===== src/rtl/bwa_pkg.sv =====
package bwa_pkg;

  // Narrowest split of a wide word; the half split uses LANES/2 pieces.
  localparam int unsigned BWA_LANES = 4;
  localparam int unsigned BWA_CNT_W = $clog2(BWA_LANES);

  typedef enum logic [2:0] {
    MODE_PASS          = 3'd0,
    MODE_SPLIT_HALF    = 3'd1,
    MODE_SPLIT_QUARTER = 3'd2,
    MODE_PACK_HALF     = 3'd3,
    MODE_PACK_QUARTER  = 3'd4
  } bwa_mode_e;

  // Strobes from control to datapath.
  typedef struct packed {
    logic                 loadWide;  // capture a full input word
    logic                 loadSlot;  // write one narrow piece into a slot
    logic                 quarter;   // piece size is a quarter (else half)
    logic                 selPiece;  // output a single slot instead of the word
    logic [BWA_CNT_W-1:0] slot;      // physical slot to write or read
  } bwa_strobe_t;

  function automatic bwa_mode_e decodeStraps(input logic matchOn,
                                             input logic inNarrow,
                                             input logic outNarrow);
    if (!matchOn)  return MODE_PASS;
    if (!inNarrow) return outNarrow ? MODE_SPLIT_QUARTER : MODE_SPLIT_HALF;
    return outNarrow ? MODE_PACK_QUARTER : MODE_PACK_HALF;
  endfunction

endpackage


===== src/rtl/bwa_ctrl.sv =====
module bwa_ctrl
  import bwa_pkg::*;
(
  input  logic        clk,
  input  logic        rstN,
  input  logic        strapMatch,
  input  logic        strapInNarrow,
  input  logic        strapOutNarrow,
  input  logic        strapLittle,
  input  logic        inValid,
  input  logic        outReady,
  output logic        inReady,
  output logic        outValid,
  output bwa_strobe_t strobe,
  output bwa_mode_e   modeQ
);

  localparam logic [BWA_CNT_W-1:0] LAST_QUARTER = BWA_CNT_W'(BWA_LANES - 1);
  localparam logic [BWA_CNT_W-1:0] LAST_HALF    = BWA_CNT_W'(BWA_LANES / 2 - 1);

  logic                 littleQ;
  logic                 validQ, validD;
  logic [BWA_CNT_W-1:0] cntQ, cntD;
  logic [BWA_CNT_W-1:0] lastIdx, physSlot;
  logic                 isSplit, isPack, quarter;
  logic                 fire, lastPiece, accept;

  always_comb begin
    isSplit   = (modeQ == MODE_SPLIT_HALF) || (modeQ == MODE_SPLIT_QUARTER);
    isPack    = (modeQ == MODE_PACK_HALF)  || (modeQ == MODE_PACK_QUARTER);
    quarter   = (modeQ == MODE_SPLIT_QUARTER) || (modeQ == MODE_PACK_QUARTER);
    lastIdx   = quarter ? LAST_QUARTER : LAST_HALF;
    lastPiece = (cntQ == lastIdx);
    physSlot  = littleQ ? cntQ : (lastIdx - cntQ);
    fire      = validQ && outReady;
    if (isSplit) inReady = !validQ || (outReady && lastPiece);
    else         inReady = !validQ || outReady;
    accept    = inValid && inReady;
  end

  always_comb begin
    validD = validQ;
    cntD   = cntQ;
    unique case (1'b1)
      isSplit: begin
        if (fire) begin
          if (lastPiece) begin
            cntD   = '0;
            validD = accept;
          end else begin
            cntD   = cntQ + BWA_CNT_W'(1);
          end
        end else if (accept) begin
          cntD   = '0;
          validD = 1'b1;
        end
      end
      isPack: begin
        validD = validQ && !outReady;
        if (accept) begin
          if (lastPiece) begin
            cntD   = '0;
            validD = 1'b1;
          end else begin
            cntD   = cntQ + BWA_CNT_W'(1);
          end
        end
      end
      default: begin
        cntD   = '0;
        validD = accept || (validQ && !outReady);
      end
    endcase
  end

  always_ff @(posedge clk) begin
    if (!rstN) begin
      modeQ   <= decodeStraps(strapMatch, strapInNarrow, strapOutNarrow);
      littleQ <= strapLittle;
      validQ  <= 1'b0;
      cntQ    <= '0;
    end else begin
      validQ  <= validD;
      cntQ    <= cntD;
    end
  end

  always_comb begin
    strobe.loadWide = accept && !isPack;
    strobe.loadSlot = accept && isPack;
    strobe.quarter  = quarter;
    strobe.selPiece = isSplit;
    strobe.slot     = physSlot;
  end

  assign outValid = validQ;

endmodule


===== src/rtl/bwa_datapath.sv =====
module bwa_datapath
  import bwa_pkg::*;
#(
  parameter int unsigned WIDE_W = 36
) (
  input  logic              clk,
  input  logic              rstN,
  input  bwa_strobe_t       strobe,
  input  logic [WIDE_W-1:0] inData,
  output logic [WIDE_W-1:0] outData
);

  localparam int unsigned HALVES = BWA_LANES / 2;
  localparam int unsigned Q_W    = WIDE_W / BWA_LANES;
  localparam int unsigned H_W    = WIDE_W / HALVES;
  localparam int unsigned HSEL_W = (HALVES > 1) ? $clog2(HALVES) : 1;

  logic [WIDE_W-1:0] wideQ;
  logic [Q_W-1:0]    quarterPiece [BWA_LANES];
  logic [H_W-1:0]    halfPiece    [HALVES];

  always_ff @(posedge clk) begin
    if (!rstN) begin
      wideQ <= '0;
    end else if (strobe.loadWide) begin
      wideQ <= inData;
    end else if (strobe.loadSlot) begin
      if (strobe.quarter)
        wideQ[32'(strobe.slot) * Q_W +: Q_W] <= inData[Q_W-1:0];
      else
        wideQ[32'(strobe.slot[HSEL_W-1:0]) * H_W +: H_W] <= inData[H_W-1:0];
    end
  end

  for (genvar gq = 0; gq < BWA_LANES; gq++) begin : g_quarter
    assign quarterPiece[gq] = wideQ[gq*Q_W +: Q_W];
  end

  for (genvar gh = 0; gh < HALVES; gh++) begin : g_half
    assign halfPiece[gh] = wideQ[gh*H_W +: H_W];
  end

  always_comb begin
    if (!strobe.selPiece)    outData = wideQ;
    else if (strobe.quarter) outData = WIDE_W'(quarterPiece[strobe.slot]);
    else                     outData = WIDE_W'(halfPiece[strobe.slot[HSEL_W-1:0]]);
  end

endmodule


===== src/rtl/bus_width_adapter.sv =====
module bus_width_adapter
  import bwa_pkg::*;
#(
  parameter int unsigned WIDE_W = 36
) (
  input  logic              clk,
  input  logic              rstN,
  input  logic              strapMatch,
  input  logic              strapInNarrow,
  input  logic              strapOutNarrow,
  input  logic              strapLittle,
  input  logic [WIDE_W-1:0] inData,
  input  logic              inValid,
  output logic              inReady,
  output logic [WIDE_W-1:0] outData,
  output logic              outValid,
  input  logic              outReady
);

  bwa_strobe_t strobe;
  bwa_mode_e   modeQ;

  bwa_ctrl u_ctrl (
    .clk            (clk),
    .rstN           (rstN),
    .strapMatch     (strapMatch),
    .strapInNarrow  (strapInNarrow),
    .strapOutNarrow (strapOutNarrow),
    .strapLittle    (strapLittle),
    .inValid        (inValid),
    .outReady       (outReady),
    .inReady        (inReady),
    .outValid       (outValid),
    .strobe         (strobe),
    .modeQ          (modeQ)
  );

  bwa_datapath #(.WIDE_W(WIDE_W)) u_datapath (
    .clk     (clk),
    .rstN    (rstN),
    .strobe  (strobe),
    .inData  (inData),
    .outData (outData)
  );

endmodule


===== config.mk =====
export PLATFORM = sky130hd
export DESIGN_NAME = bus_width_adapter
export DESIGN_NICKNAME = d
export VERILOG_FILES = /design/src/rtl/bwa_pkg.sv /design/src/rtl/bwa_ctrl.sv /design/src/rtl/bwa_datapath.sv /design/src/rtl/bus_width_adapter.sv
export SDC_FILE = /design/constraint.sdc
export NUM_CORES = 1
export LEC_CHECK = 0
export BUFFER_PORTS_ARGS = -buffer_cell sky130_fd_sc_hd__buf_2
export CORE_MARGIN = 8
export CORE_UTILIZATION = 53
export CTS_CLUSTER_SIZE = 28
export DETAILED_ROUTE_END_ITERATION = 8
export PLACE_DENSITY = 0.92
export SKIP_CTS_REPAIR_TIMING = 1
export SYNTH_ARGS = -nofsm -noshare
export SYNTH_HDL_FRONTEND = slang
export SYNTH_SLANG_ARGS = --single-unit

===== constraint.sdc =====
create_clock -name clk -period 3.65 [get_ports clk]
set_input_delay 0.365 -clock clk [delete_from_list [all_inputs] [get_ports clk]]
set_output_delay 0.365 -clock clk [all_outputs]
set_load 0.02 [all_outputs]

==> results of run 1 <==
worst register-to-register path, cell delays in order (launching register included):
cell	delay, ps
edfxtp_1	570
xnor2_1	510
or3_1	200
xor2_1	200
inv_1	90
ha_1	320
nor2b_1	560
nand3_1	170
a211o_1	310
a31oi_1	190
metrics by stage:
stage               hold WS [ps]  setup slack, ps
global placement             452              810
CTS                          234              421
global route                 231              228
finish                       237              384
floorplan                    446              890
detailed placement           460              568
state kept, by name, summed over array words and instances, names as in the netlist:
register,flops
u_datapath.wideQ,36
u_ctrl.modeQ,3
u_ctrl.cntQ,2
u_ctrl.littleQ,1
u_ctrl.outValid,1
synth_stat cells, types with 2 or more instances:
| library cell | instances |
|---|---|
| a211o_1 | 9 |
| a21oi_1 | 10 |
| a22o_1 | 9 |
| a22oi_1 | 10 |
| a311oi_1 | 2 |
| a31oi_1 | 19 |
| and2_1 | 3 |
| buf_1 | 3 |
| buf_2 | 7 |
| buf_4 | 5 |
| buf_6 | 2 |
| clkbuf_1 | 11 |
| dfxtp_1 | 39 |
| edfxtp_1 | 4 |
| ha_1 | 4 |
| inv_1 | 13 |
| mux2i_1 | 8 |
| nand2_1 | 70 |
| nand2b_1 | 6 |
| nand3_1 | 10 |
| nand3b_1 | 3 |
| nor2_1 | 15 |
| nor2b_1 | 17 |
| nor3_2 | 2 |
| nor4_1 | 2 |
| o211ai_1 | 2 |
| o21a_1 | 2 |
| o21ai_0 | 29 |
| o21ai_1 | 3 |
| o221ai_1 | 8 |
| o22ai_1 | 11 |
| xnor2_1 | 2 |
| xor2_1 | 4 |
power by group through the flow:
stage	clock (mW)	combinational (mW)	sequential, mW
floorplan	0	0.366	0.566
global placement	0	0.497	0.583
detailed placement	0	0.510	0.585
CTS	0.321	0.513	0.575
global route	0.346	0.564	0.584
finish	0.322	0.522	0.578
worst max-delay path by stage:
stage                                             start                                end  slack (ps)  depth (start not counted)
after CTS                 u_ctrl.modeQ[2]$_SDFFCE_PN0N_                         outData[0]         420                          7
final                     u_ctrl.modeQ[2]$_SDFFCE_PN0N_                         outData[0]         380                          7
after floorplan           u_ctrl.modeQ[1]$_SDFFCE_PN0N_  u_datapath.wideQ[27]$_SDFFE_PN0P_         890                         11
after detailed placement  u_ctrl.modeQ[2]$_SDFFCE_PN0N_  u_datapath.wideQ[30]$_SDFFE_PN0P_         570                          9
after global routing      u_ctrl.modeQ[2]$_SDFFCE_PN0N_  u_datapath.wideQ[30]$_SDFFE_PN0P_         230                          9
after global placement    u_ctrl.modeQ[2]$_SDFFCE_PN0N_  u_datapath.wideQ[31]$_SDFFE_PN0P_         810                          9
cells by family after synthesis:
kind of cell / count (synthesis) / synth area share (%)
buf+inv: 42 / 6.91
simple gates: 139 / 24.5
mux: 9 / 3.54
xor+xnor: 7 / 2.38
flops: 43 / 31.1
compound gates: 125 / 29.9
fa+ha+maj: 4 / 1.73
per-layer routing:
layer,part of all wire [%],global-route usage [%]
met1,40,27.9
met2,45,36.0
met3,9.0,4.32
met4,5.3,14.1
met5,0,0
cell type report:
class	instances	area share [%]
clock buffers	5	2.02
clock inverters	3	0.661
inverters	14	1.54
multi-input cells	284	52.8
flip-flops and latches	43	26.5
well taps	72	2.65
repair buffers	90	13.9
==> results.md, run 1 <==
* Outcome: finished, final reports clean
* Final cell count without fillers at 511
* Routed Antenna Nets at 0
* DP HPWL at approximately 7000 um
* Gpl congestion at 0.954
* Crit Path Class: register to primary output
* Die Wd at about 90 um
* Reg clk slew, reported paths at 90 ps
* Top-area cell type share of the netlist area at 27.0%
* Initial antenna violation count at 0
* Post-synth EDFFs at 4
* Worst-Skew Late Latency at 300 ps
* Avg Synthesized Cell Area at approximately 7.8 um^2
* Worst Setup Start Kind: register
* Finished Core Util at 63.0%
* Setup TNS Final at 0 ps
* Crit path max-delay family: XOR/XNOR gates
* Final Max Tran Viols at 0
* Asr flop ratio synth at 0%
* Hold path cells at 1
* Antenna cell count at 0
* Psw at 0.566 mW
* Drt wl/cell at around 19 um
* R2R depth at 9
* Nets at about 490
* CTS Buf Count at 5
* Final setup fails at 0
* Power Total at 1.42 mW
* HP Class: input pin to register
* Switching Fraction at 39.8%
* Internal power at 0.856 mW
* Hold endpoint: u_ctrl.littleQ$_DFFE_PN_
* Multi-input logic area at 1800 um^2
* Clk buf depth at 2
* Power density cells at 417 nW/um^2
* Vias at 3278
* Area Growth Syn to Fin at 17.6%
* Yosys top cell by area: dfxtp_1
* Top cells by area, synth: dfxtp_1, nand2_1, o21ai_0
* Count of maximum capacitance violations at 0
* Worst vdd ir at about 0.00026 V
* Hold path start: strapLittle
* Slew margin rel. at 49.8%
* Initial drt markers at 345
* Vias in the first global route at 3186
* Clk root buf: clkbuf_8
* Total die area at 8080 um^2
* Critical Path RT at 3280 ps
* Synth Net Count at ~420
* Crit. End Element: primary output
* Register area at about 900 um^2
* RSZ-0062 raised after global routing: no
* Buf/Inv on CP at 2
* Cell area after layout at 3410 um^2
* Vias per inst at about 6.4
* Tmin final at 3270 ps
* Slew @ Worst Pin at 753 ps
* Wire length of the first global-routing pass at 15600 um
* DRC errors left at 0
* Worst-path fanout max at 11
* WL final at roughly 9500 um
* R2r setup slk at 460 ps
* Part of the power in registers at 40.6%
* IO Port Bufs at slightly above 80
* TritonCTS clock tree: yes
* Clk pwr share at a little under a quarter
* Mapped cell area at 2900 um^2
* Max frequency at a little over 300 MHz
* CTS Sinks at 43
* Dpl cells at 503
* FF+latch count, synth at 43
* Clock skew at 6.58 ps
* Logic gate share of total power at between 30% and 40%
* Core Area at approximately 5400 um^2
* Initial core utilization at 53.6%
* Commonest non-fill, non-tap cell in the layout: buf_2
* Chip height at between 80 and 90 um
* Register area share after synthesis at 31.1%
* Yosys warning count at 0
* Total gr overflow at 0
* Synth Instances at 369
* Period utilization at 89.5%
* Worst R2R End: u_datapath.wideQ[28]$_SDFFE_PN0P_
* GRT Resource Usage Total at 22.8%
* Pin count of the biggest net entering global routing at approximately 50
* Filler cells at 474
* Critical path's slowest cell: edfxtp_1
* Post-DP Area at 3310 um^2
* Io pins at between 80 and 90
* Netlist cell types at 58
* Row Count at 27
* Leak pwr at 1.53 nW
* H-tree levels at 2
* Ys flop type: dfxtp_1
* Fin. Hold Viols at 0
* Arr. time, crit path at 2900 ps
* DRT Pass-1 Iters at 6
* Share of cells above drive strength 1 at 25.5%
* Crit Reg-Reg Startpoint: u_ctrl.modeQ[2]$_SDFFCE_PN0N_
* Most frequent cells in the layout: buf_2, nand2_1, dfxtp_1, o21ai_0, a31oi_1
* Max incr delay on CP at approximately 570 ps
* Critical-path cell list: xnor2_1 -> or3_1 -> xor2_1 -> buf_4 -> mux4_2 -> a21o_1 -> buf_2
Power figures use the tool's default switching activity.
==> run 2, diff against run 1 <==
==> constraint.sdc (replaced) <==
create_clock -name clk -period 3.36 [get_ports clk]
set_input_delay 0.336 -clock clk [delete_from_list [all_inputs] [get_ports clk]]
set_output_delay 0.336 -clock clk [all_outputs]
set_load 0.02 [all_outputs]
==> run 2 against run 1 <==
Net effect: design area is 0.48% higher; non-clock buffer count up 1; wire length decreased by 1.1%; clock skew grew 4.3 ps; global-route usage increased by 0.55 points; largest cell class unchanged; largest power group unchanged.
==> results.md, run 2 (synthesis results as in run 1) <==
* Clock skew at 10.9 ps
* Worst Setup Start Kind: register
* HP Class: input pin to register
* Vias at 3185
* Power density cells at 455 nW/um^2
* Pin count of the biggest net entering global routing at 49
* Total gr overflow at 0
* Critical-path cell list: xnor2_1 -> or3_1 -> xor2_1 -> buf_4 -> mux4_2 -> a21o_1 -> buf_2
* Nets at 487
* Most frequent cells in the layout: buf_2, nand2_1, dfxtp_1, o21ai_0, a31oi_1
* DRC errors left at 0
* CTS Sinks at 43
* Max frequency at 316 MHz
* Commonest non-fill, non-tap cell in the layout: buf_2
* Worst path depth at 7
* Vias per inst at 6.22
* Crit. End Element: primary output
* Total die area at 8080 um^2
* Io pins at 82
* R2R depth at 10
* H-tree levels at 2
* Final setup fails at 0
* Wire length of the first global-routing pass at 15800 um
* Finished Core Util at 63.3%
* Chip height at 89.9 um
* DP HPWL at 6770 um
* Worst Setup SP: u_ctrl.modeQ[2]$_SDFFCE_PN0N_
* Fin. Hold Viols at 0
* Core Area at approximately 5400 um^2
* Clk buf depth at 2
* Row Count at 27
* Initial antenna violation count at 0
* Routed Antenna Nets at 0
* Setup TNS Final at 0 ps
* Biggest regs: u_datapath.wideQ: 36 flops, u_ctrl.modeQ: 3 flops, u_ctrl.cntQ: 2 flops
* Final Max Tran Viols at 0
* Share of cells above drive strength 1 at between 20% and 30%
* Crit Reg-Reg Startpoint: u_ctrl.modeQ[2]$_SDFFCE_PN0N_
* CTS Buf Count at 5
* WL final at 9400 um
* Arr. time, crit path at about 2800 ps
* Leak pwr at 1.54 nW
* Gpl congestion at 0.968
* RSZ-0062 raised after global routing: no
* Critical Path RT at ~3000 ps
* Drt wl/cell at 18.4 um
* Buf/Inv on CP at 2
* GRT Resource Usage Total at 23.3%
* DRT Pass-1 Iters at 5
* Area Growth Syn to Fin at 18.2%
* GR peak layer: met2
* Crit Path Class: register to primary output
* Reg with most FFs: u_datapath.wideQ
* Met3 GRT Util at 6.15%
* Power Total at 1.56 mW
* Slew margin rel. at 49.0%
* Number of flip-flops in the largest register at 36
* Outcome: finished, final reports clean
* Initial core utilization at 53.6%
* R2r setup slk at 360 ps
* Count of maximum capacitance violations at 0
* Crit path max-delay family: XOR/XNOR gates
* End point of the critical path: outData[0]
* IO Port Bufs at 81
* Worst-Skew Late Latency at 310 ps
* Final cell count without fillers at 512
* TritonCTS clock tree: yes
* Max incr delay on CP at 570 ps
* Period utilization at 94.1%
* Antenna cell count at 0
* Met1 Usage GRT at 28.2%
* Dpl cells at 504
* Reg clk slew, reported paths at 80 ps
* Fin Hold WS at 227 ps
* Initial drt markers at about 310
* Critical path's slowest cell: edfxtp_1
* Slew @ Worst Pin at 765 ps
* Met2 usage at a little under two fifths
* Vias in the first global route at around 3200
* Clk root buf: clkbuf_8
* Worst R2R End: u_datapath.wideQ[22]$_SDFFE_PN0P_
* Tmin final at 3160 ps
* Die Wd at 89.9 um
* Worst-path fanout max at 11
* Worst vdd ir at 0.000322 V
==> run 2: worst min path at each step <==
| stage | start | end | slack, ps | depth (start not counted) |
|---|---|---|---|---|
| 2_1_floorplan | strapLittle | u_ctrl.littleQ$_DFFE_PN_ | 430 | 0 |
| 5_1_grt | strapLittle | u_ctrl.littleQ$_DFFE_PN_ | 210 | 1 |
| 3_5_place_dp | u_datapath.wideQ[2]$_SDFFE_PN0P_ | u_datapath.wideQ[2]$_SDFFE_PN0P_ | 460 | 2 |
| 4_1_cts | strapLittle | u_ctrl.littleQ$_DFFE_PN_ | 220 | 1 |
| 3_3_place_gp | u_datapath.wideQ[6]$_SDFFE_PN0P_ | u_datapath.wideQ[6]$_SDFFE_PN0P_ | 450 | 2 |
| 6_report | strapLittle | u_ctrl.littleQ$_DFFE_PN_ | 230 | 1 |
==> run 2: where the power goes <==
| part | switching (mW) | internal [mW] |
|---|---|---|
| Combinational | 0.357 | 0.208 |
| Sequential | 0.0533 | 0.574 |
| Clock | 0.196 | 0.169 |
==> run 2: area by class of cell <==
class | instances | area, um^2
timing repair buffer | 91 | 480
fill | 489 | 1980
inverter | 14 | 52.6
tap | 72 | 90.1
clock buffer | 6 | 82.6
multi-input combinational | 284 | 1800
sequential | 43 | 901
clock inverter | 2 | 15.0
==> run 2: per-stage QoR <==
stage                     setup slack, ps  area (um^2)
after global routing                 33.0         3420
after CTS                             187         3420
after detailed placement              301         3320
final                                 200         3420
after floorplan                       600         2900
after global placement                466         3320
==> run 2: routing by layer <==
| metal | wire (um) | vias up |
|---|---|---|
| met5 | 0 | - |
| met4 | 333 | 0 |
| met3 | 760 | 26 |
| met2 | 4390 | 182 |
| met1 | 3910 | 1491 |
| li1 | - | 1486 |
